## src/rtl/pwr_stat_pkg.sv

```systemverilog
package pwr_stat_pkg;

  typedef enum logic [1:0] {
    WAKE_COLD = 2'b00,
    WAKE_IRQ  = 2'b01,
    WAKE_REG  = 2'b10
  } wake_src_e;

  // packed MSB first: [5:4] src, [3] wfi, [2] pend, [1] wen, [0] on
  typedef struct packed {
    wake_src_e src;
    logic      wfi;
    logic      pend;
    logic      wen;
    logic      on;
  } core_stat_t;

  localparam int STAT_W = $bits(core_stat_t);

endpackage

```

## src/rtl/pwr_core_slice.sv

```systemverilog
module pwr_core_slice
  import pwr_stat_pkg::*;
(
  input  logic       clk_i,
  input  logic       rst_ni,
  input  logic       wake_set_i,
  input  logic       wake_clr_i,
  input  logic       pon_cmd_i,
  input  logic       poff_cmd_i,
  input  logic       wen_we_i,
  input  logic       wen_d_i,
  input  logic       wfi_set_i,
  input  logic       wfi_clr_i,
  output core_stat_t stat_o,
  output logic       wake_rsp_o,
  output logic       pwr_on_o
);

  logic      on_q, wen_q, pend_q, wfi_q;
  logic      start_q, pon_q, rsp_q;
  wake_src_e src_q;

  logic set_eff, irq_up, reg_up, go_up;

  // clear beats set; power-off beats any power-up; irq wake beats register power-on
  always_comb begin
    set_eff = wake_set_i & ~wake_clr_i;
    irq_up  = set_eff & ~on_q & wen_q & ~poff_cmd_i;
    reg_up  = pon_cmd_i & ~on_q & ~poff_cmd_i & ~irq_up;
    go_up   = irq_up | reg_up;
  end

  always_ff @(posedge clk_i or negedge rst_ni) begin
    if (!rst_ni) begin
      on_q    <= 1'b0;
      wen_q   <= 1'b0;
      pend_q  <= 1'b0;
      wfi_q   <= 1'b0;
      src_q   <= WAKE_COLD;
      start_q <= 1'b0;
      pon_q   <= 1'b0;
      rsp_q   <= 1'b0;
    end else begin
      if (poff_cmd_i)  on_q <= 1'b0;
      else if (go_up)  on_q <= 1'b1;

      if (go_up) src_q <= irq_up ? WAKE_IRQ : WAKE_REG;

      if (wen_we_i) wen_q <= wen_d_i;

      // startup clear precedes core reset
      if (start_q)         pend_q <= 1'b0;
      else if (wake_clr_i) pend_q <= 1'b0;
      else if (wake_set_i) pend_q <= 1'b1;

      if (start_q)        wfi_q <= 1'b0;
      else if (wfi_clr_i) wfi_q <= 1'b0;
      else if (wfi_set_i) wfi_q <= 1'b1;

      start_q <= go_up;
      pon_q   <= start_q & ~poff_cmd_i;
      rsp_q   <= irq_up;
    end
  end

  assign stat_o     = '{src: src_q, wfi: wfi_q, pend: pend_q, wen: wen_q, on: on_q};
  assign wake_rsp_o = rsp_q;
  assign pwr_on_o   = pon_q;

  AST_SET_PENDS: assert property (@(posedge clk_i) disable iff (!rst_ni)
    wake_set_i && !wake_clr_i && !start_q |=> pend_q);
  AST_IRQ_WAKE: assert property (@(posedge clk_i) disable iff (!rst_ni)
    wake_set_i && !wake_clr_i && !on_q && wen_q && !poff_cmd_i |=> on_q && src_q == WAKE_IRQ);
  AST_RSP_MEANS_ON: assert property (@(posedge clk_i) disable iff (!rst_ni)
    rsp_q |-> on_q && src_q == WAKE_IRQ && start_q);
  AST_CLR_PEND: assert property (@(posedge clk_i) disable iff (!rst_ni)
    wake_clr_i |=> !pend_q);
  AST_START_CLEARS: assert property (@(posedge clk_i) disable iff (!rst_ni)
    pon_q |-> !pend_q && !wfi_q && on_q);
  AST_CLR_WINS: assert property (@(posedge clk_i) disable iff (!rst_ni)
    wake_set_i && wake_clr_i |=> !rsp_q && !pend_q);
  AST_PON_PULSE: assert property (@(posedge clk_i) disable iff (!rst_ni)
    pon_q |=> !pon_q);
  AST_ON_HOLDS: assert property (@(posedge clk_i) disable iff (!rst_ni)
    on_q && !poff_cmd_i |=> on_q);
  AST_ON_NO_RESTART: assert property (@(posedge clk_i) disable iff (!rst_ni)
    on_q && !start_q |=> !start_q && !rsp_q);
  AST_OFF_WINS: assert property (@(posedge clk_i) disable iff (!rst_ni)
    poff_cmd_i |=> !on_q && !rsp_q);

endmodule

```

## src/rtl/pwr_stat_rd.sv

```systemverilog
module pwr_stat_rd
  import pwr_stat_pkg::*;
#(
  parameter int NUM_CORES = 4,
  parameter int IDX_W     = 2
) (
  input  core_stat_t [NUM_CORES-1:0] stat_i,
  input  logic [IDX_W-1:0]           idx_i,
  output logic [STAT_W-1:0]          data_o
);

  always_comb begin
    data_o = '0;
    for (int c = 0; c < NUM_CORES; c++) begin
      if (int'(idx_i) == c) data_o = stat_i[c];
    end
  end

endmodule

```

## src/rtl/pwr_status_ctrl.sv

```systemverilog
module pwr_status_ctrl
  import pwr_stat_pkg::*;
#(
  parameter  int NUM_CORES = 4,
  localparam int IDX_W     = (NUM_CORES > 1) ? $clog2(NUM_CORES) : 1
) (
  input  logic                 clk_i,
  input  logic                 rst_ni,
  input  logic [NUM_CORES-1:0] wake_set_i,
  input  logic [NUM_CORES-1:0] wake_clr_i,
  input  logic [NUM_CORES-1:0] pon_cmd_i,
  input  logic [NUM_CORES-1:0] poff_cmd_i,
  input  logic [NUM_CORES-1:0] wen_we_i,
  input  logic [NUM_CORES-1:0] wen_d_i,
  input  logic [NUM_CORES-1:0] wfi_set_i,
  input  logic [NUM_CORES-1:0] wfi_clr_i,
  output logic [NUM_CORES-1:0] wake_rsp_o,
  output logic [NUM_CORES-1:0] pwr_on_o,
  input  logic [IDX_W-1:0]     rd_idx_i,
  output logic [STAT_W-1:0]    rd_data_o
);

  core_stat_t [NUM_CORES-1:0] stat_all;

  for (genvar c = 0; c < NUM_CORES; c++) begin : g_core
    pwr_core_slice u_slice (
      .clk_i      (clk_i),
      .rst_ni     (rst_ni),
      .wake_set_i (wake_set_i[c]),
      .wake_clr_i (wake_clr_i[c]),
      .pon_cmd_i  (pon_cmd_i[c]),
      .poff_cmd_i (poff_cmd_i[c]),
      .wen_we_i   (wen_we_i[c]),
      .wen_d_i    (wen_d_i[c]),
      .wfi_set_i  (wfi_set_i[c]),
      .wfi_clr_i  (wfi_clr_i[c]),
      .stat_o     (stat_all[c]),
      .wake_rsp_o (wake_rsp_o[c]),
      .pwr_on_o   (pwr_on_o[c])
    );
  end

  pwr_stat_rd #(
    .NUM_CORES (NUM_CORES),
    .IDX_W     (IDX_W)
  ) u_rd (
    .stat_i (stat_all),
    .idx_i  (rd_idx_i),
    .data_o (rd_data_o)
  );

  AST_PON_NEEDS_ON: assert property (@(posedge clk_i) disable iff (!rst_ni)
    |pwr_on_o |=> ((pwr_on_o & $past(pwr_on_o)) == '0));

endmodule

```

## config.mk

```make
export PLATFORM = sky130hd
export DESIGN_NAME = pwr_status_ctrl
export DESIGN_NICKNAME = d
export VERILOG_FILES = /design/src/rtl/pwr_stat_pkg.sv /design/src/rtl/pwr_core_slice.sv /design/src/rtl/pwr_stat_rd.sv /design/src/rtl/pwr_status_ctrl.sv
export SDC_FILE = /design/constraint.sdc
export NUM_CORES = 1
export LEC_CHECK = 0
export BUFFER_PORTS_ARGS = -buffer_cell sky130_fd_sc_hd__buf_2
export CAP_MARGIN = 10
export CORE_MARGIN = 1
export CORE_UTILIZATION = 40
export DETAILED_ROUTE_END_ITERATION = 10
export GPL_TIMING_DRIVEN = 1
export PLACE_DENSITY_LB_ADDON = 0.2
export SETUP_SLACK_MARGIN = 0.4
export SKIP_LAST_GASP = 1
export SLEW_MARGIN = 0
export SYNTH_ARGS = -nofsm -noshare
export SYNTH_HDL_FRONTEND = slang
export SYNTH_HIERARCHICAL = 1
export SYNTH_SLANG_ARGS = --single-unit
```

## constraint.sdc

```tcl
create_clock -name clk_i -period 4 [get_ports clk_i]
set_clock_uncertainty 0.1 [all_clocks]
set_input_delay 1 -clock clk_i [delete_from_list [all_inputs] [get_ports clk_i]]
set_output_delay 1 -clock clk_i [all_outputs]
set_load 0.02 [all_outputs]
```

Yosys cells after proc, flatten, opt, wreduce, memory -nomap -nowiden
Index checks and enable logic that the tools add are counted.
{ "op_classes": {"n_eq_ne": 3, "mux": 40, "bitwise_logic": 52, "reduce_logical": 13} }
{ "op_table": {"columns": ["operator", "n"], "rows": [
  ["bitwise AND 1 bit", 32],
  ["2-to-1 mux 1 bit", 32],
  ["2-to-1 mux 6 bit", 4],
  ["nonzero test 3 bit", 8],
  ["inverter 1 bit", 16],
  ["2-to-1 mux 2 bit", 4],
  ["nonzero test 2 bit", 4],
  ["equality test 2 bit, second input constant", 2],
  ["bitwise OR 1 bit", 4],
  ["equality test 2 x 1 -> 1 bit, second input constant", 1],
  ["logical NOT 2 bit", 1]
]} }
{ "word_totals": {"regBits": 36, "inputBits": 36, "word_cells": 140} }

Longest topological paths before layout
{ "depth": {"word_depth": 10, "depth_mapped": 2, "ltp_nobuf": 2} }

Cells and area by module
Netlist, hierarchy kept.
{ "modules_own_cells": {"columns": ["module", "instances", "cells_each", "area_each_um2", "seq_area_each_um2"], "rows": [
  ["pwr_core_slice", 4, 30, 355.3, 225.2],
  ["pwr_stat_rd", 1, 7, 146.4, 0.0]
]} }

Worst setup path before layout
No wires, ideal clock.
{ "synth_path": {"path_kind": "input-to-output", "from": "in rd_idx_i[0]", "to": "out rd_data_o[0]", "t_arrival_ps": 1683, "required_ps": 2900, "slack_ps": 1217, "path_stages": 2, "path_buffers": 1, "path_cell_list": "buf_6 > mux4_2"} }
{ "synth_via": {"elab_chain_cells": 5, "elab_cells_between_ends": 8, "classes_between": "eq/ne: 3; mux: 4; reduce/logical: 1"} }
{ "synth_rtl": {"columns": ["item", "line_no", "rtl"], "rows": [
  ["start: declaration", "pwr_status_ctrl.sv:19", "input logic [IDX_W-1:0] rd_idx_i,"],
  ["logical NOT 2 bit", "pwr_stat_rd.sv:15", "if (int'(idx_i) == c) data_o = stat_i[c];"],
  ["2-to-1 mux 6 bit (3 in series)", "pwr_stat_rd.sv:15", null],
  ["2-to-1 mux 6 bit *", "pwr_stat_rd.sv:15", null],
  ["end: declaration", "pwr_status_ctrl.sv:20", "output logic [STAT_W-1:0] rd_data_o"]
]} }
Every way passes the cells marked *; elsewhere a longest branch is shown, timed or not.

Worst setup path after layout
{ "layout_path": {"from": "in rd_idx_i[0]", "to": "out rd_data_o[5]"} }
The elaborated chain is that of the path after synthesis.

==> reports/results.txt <==
slowest stage cell, crit path -> mux4_2
Hold Path Origin -> g_core[3].u_slice/start_q
CP peak stage delay -> 0.53 ns
nets@finish -> 202
Peak VDD IR -> 0.0001622 V
worst-path cell chain -> buf_2, mux4_2, buf_2
post-CTS setup buffer count -> 0
Worst Reg-to-Reg Cells -> 2
Hold Buf Count CTS -> 0
routed vias/inst -> 4.856
hold path cells -> 1
starting density of the core -> 42.19%
Mapped Cells -> 127
Post-synth top cells -> dfrtp_1 (36), buf_4 (16), inv_1 (12), nor2_1 (12), nor3_1 (8)
initial antenna violation count -> 0
required time of the worst setup path -> 2.90 ns
outcome -> finished clean
CTS max path bufs -> 2
Slew headroom -> 47.30%
DRT Wirelength -> 3.025 mm
Die ar. -> 0.004174 mm2
initial drt markers -> 43
Worst path most repeated cell -> buf_2
Max Slew Vio Count -> 0
diode count -> 0
largest net degree at the start of global routing -> 37
routed length per instance -> 14.07 um
most frequent cell after synthesis -> dfrtp_1
HPWL after DPL -> 2.367 mm
total core area -> 0.003716 mm2
pre-CTS setup slack -> 0.9797 ns
DRC Markers -> 0
cts repair resizes -> 0
ys async rst share -> 100.0%
Period minus WS final -> 3.003 ns
Synth Net Count -> 163
gr ovfl total -> 0
final setup fails -> 0
final period utilization -> 75.07%
Rows -> 22
CP bufs+invs -> 2
top cell family by delay on the critical path -> multiplexers
unrepaired setup endpoints after global routing -> no
clk root buf -> clkbuf_8
gpl congestion -> 0.8170
total design power -> 0.7960 mW
first-pass GRT wire length -> 5.319 mm
chip width -> 64.61 um
io pins -> 50
worst r2r src -> g_core[3].u_slice/on_q
cell area power density -> 434.5 mW/mm2
share of layout cells above drive strength 1 -> 41.32%
Worst Hold Path EP -> g_core[3].u_slice/wfi_q
fmax -> 0.3330 GHz
slack of the critical path -> 0.9973 ns
Area Growth Syn to Fin -> 16.84%
Synth area leaders -> dfrtp_1 (57%), mux4_2 (8.6%), buf_4 (7.7%)
slew of the pin with the lowest slew margin -> 0.7905 ns
vias in the first global route -> 1163
final setup TNS -> 0 ns
Crit Path Class -> in -> out
Max-Cap Viols -> 0
clk slew on worst S/H paths -> 0.07 ns
IO buf count -> 49
Post-synth top flop -> dfrtp_1
CTS buffer count -> 5
internal reg-to-reg setup slack -> 2.86 ns
reg2reg end -> g_core[3].u_slice/src_q[1]
EDFF count, synth -> 0
H-tree Lvls -> 2
Ys Warns -> 6
die height -> 64.61 um
post-synth top area share -> 57.46%
drt pass-1 iters -> 5
Hold Violations, Final -> 0
routed vias -> 1044
Clock Latency Late Sink -> 0.28 ns
CTS tree -> done
CP Capture Type -> output port
number of distinct library cells after synthesis -> 16
Hold WC Path Type -> reg -> reg
CP max FO -> 6
gr usage total -> 17.35%
Pleak -> 0.8971 nW
Worst Path Arrival -> 1.90 ns
Seq/Total Area, Yosys -> 57.46%
clock sink count -> 36
crit start category -> input port
synthesized cell area -> 0.001568 mm2
post-synth top area cell -> dfrtp_1
Syn Area/Cell -> 12.34 um2
synthesis-stage register bit count -> 36
Routed Antenna Nets -> 0
==> worst max-delay path by stage <==
| stage | slack [ns] | from | to | depth (start not counted) |
|---|---|---|---|---|
| floorplan | 1.22 | rd_idx_i[0] | rd_data_o[0] | 2 |
| detailed placement | 0.98 | rd_idx_i[0] | rd_data_o[5] | 3 |
| CTS | 0.98 | rd_idx_i[0] | rd_data_o[5] | 3 |
| global route | 0.95 | rd_idx_i[0] | rd_data_o[5] | 3 |
| global placement | 1.02 | rd_idx_i[0] | rd_data_o[5] | 3 |
| finish | 1.0 | rd_idx_i[0] | rd_data_o[5] | 3 |
==> cell families after synthesis <==
| group | Yosys count | share of synthesized area (%) |
|---|---|---|
| buf+inv | 29 | 11.25 |
| flops | 36 | 57.46 |
| simple gates | 36 | 13.09 |
| compound gates | 16 | 6.703 |
| mux | 10 | 11.49 |
==> cells in the final DEF (no fill, tap or decap), drive strengths merged <==
| cell type | synthesis | routed |
|---|---|---|
| clkbuf | 0 | 8 |
| nor3 | 8 | 8 |
| or2 | 4 | 4 |
| nor2b | 4 | 4 |
| buf | 17 | 49 |
| inv | 12 | 12 |
| nor2 | 12 | 12 |
| o22a | 4 | 4 |
| a31oi | 4 | 4 |
| dfrtp | 36 | 36 |
| a21oi | 4 | 4 |
| nand3b | 4 | 4 |
| mux2 | 4 | 4 |
| nor3b | 4 | 4 |
| o22ai | 4 | 4 |
| mux4 | 6 | 6 |
==> routing by layer <==
layer	part of all wire, %	wire length, um	global-route usage, %
met1	44	1342	21.77
met2	48	1441	26.97
met3	5.5	166	5.986
met4	2.4	74	7.778
met5	0	0	0
==> report_power, final <==
part,total [mW],internal (mW),switching [mW]
logic,0.117,0.0580,0.0590
clock network,0.261,0.140,0.120
registers,0.418,0.396,0.0226
total,0.796,0.594,0.202
==> worst reg2reg max path, cell delays in order, from the launching register on <==
cell and delay [ns]:
dfrtp_1 0.42, or2_4 0.28, o22a_1 0.22
==> flip-flops by register name, indices dropped and copies added, names as in the netlist <==
| name | cells |
|---|---|
| g_core.u_slice/wake_rsp_o | 4 |
| g_core.u_slice/on_q | 4 |
| g_core.u_slice/pend_q | 4 |
| g_core.u_slice/wen_q | 4 |
| g_core.u_slice/wfi_q | 4 |
| g_core.u_slice/pwr_on_o | 4 |
| g_core.u_slice/start_q | 4 |
| g_core.u_slice/src_q | 8 |
==> final cells by class <==
| cell class | count | area (um2) |
|---|---|---|
| Timing Repair Buffer | 49 | 245.2 |
| Sequential cell | 36 | 900.9 |
| Multi-Input combinational cell | 62 | 490.5 |
| Tap cell | 48 | 60.06 |
| Fill cell | 348 | 1884 |
| Inverter | 12 | 45.04 |
| Clock buffer | 8 | 90.09 |
==> metrics by stage <==
step | cells | hold slack, ns | instance area (um2) | util [%]
final | 215 | 0.3673 | 1832 | 49.29
after global routing | 215 | 0.3751 | 1832 | 49.29
after CTS | 215 | 0.3644 | 1832 | 49.29
after detailed placement | 207 | 0.3545 | 1742 | 46.87
after global placement | 207 | 0.3528 | 1742 | 46.87
after floorplan | 127 | 0.3245 | 1568 | -
Note: power is estimated with default switching activity, not from simulation.
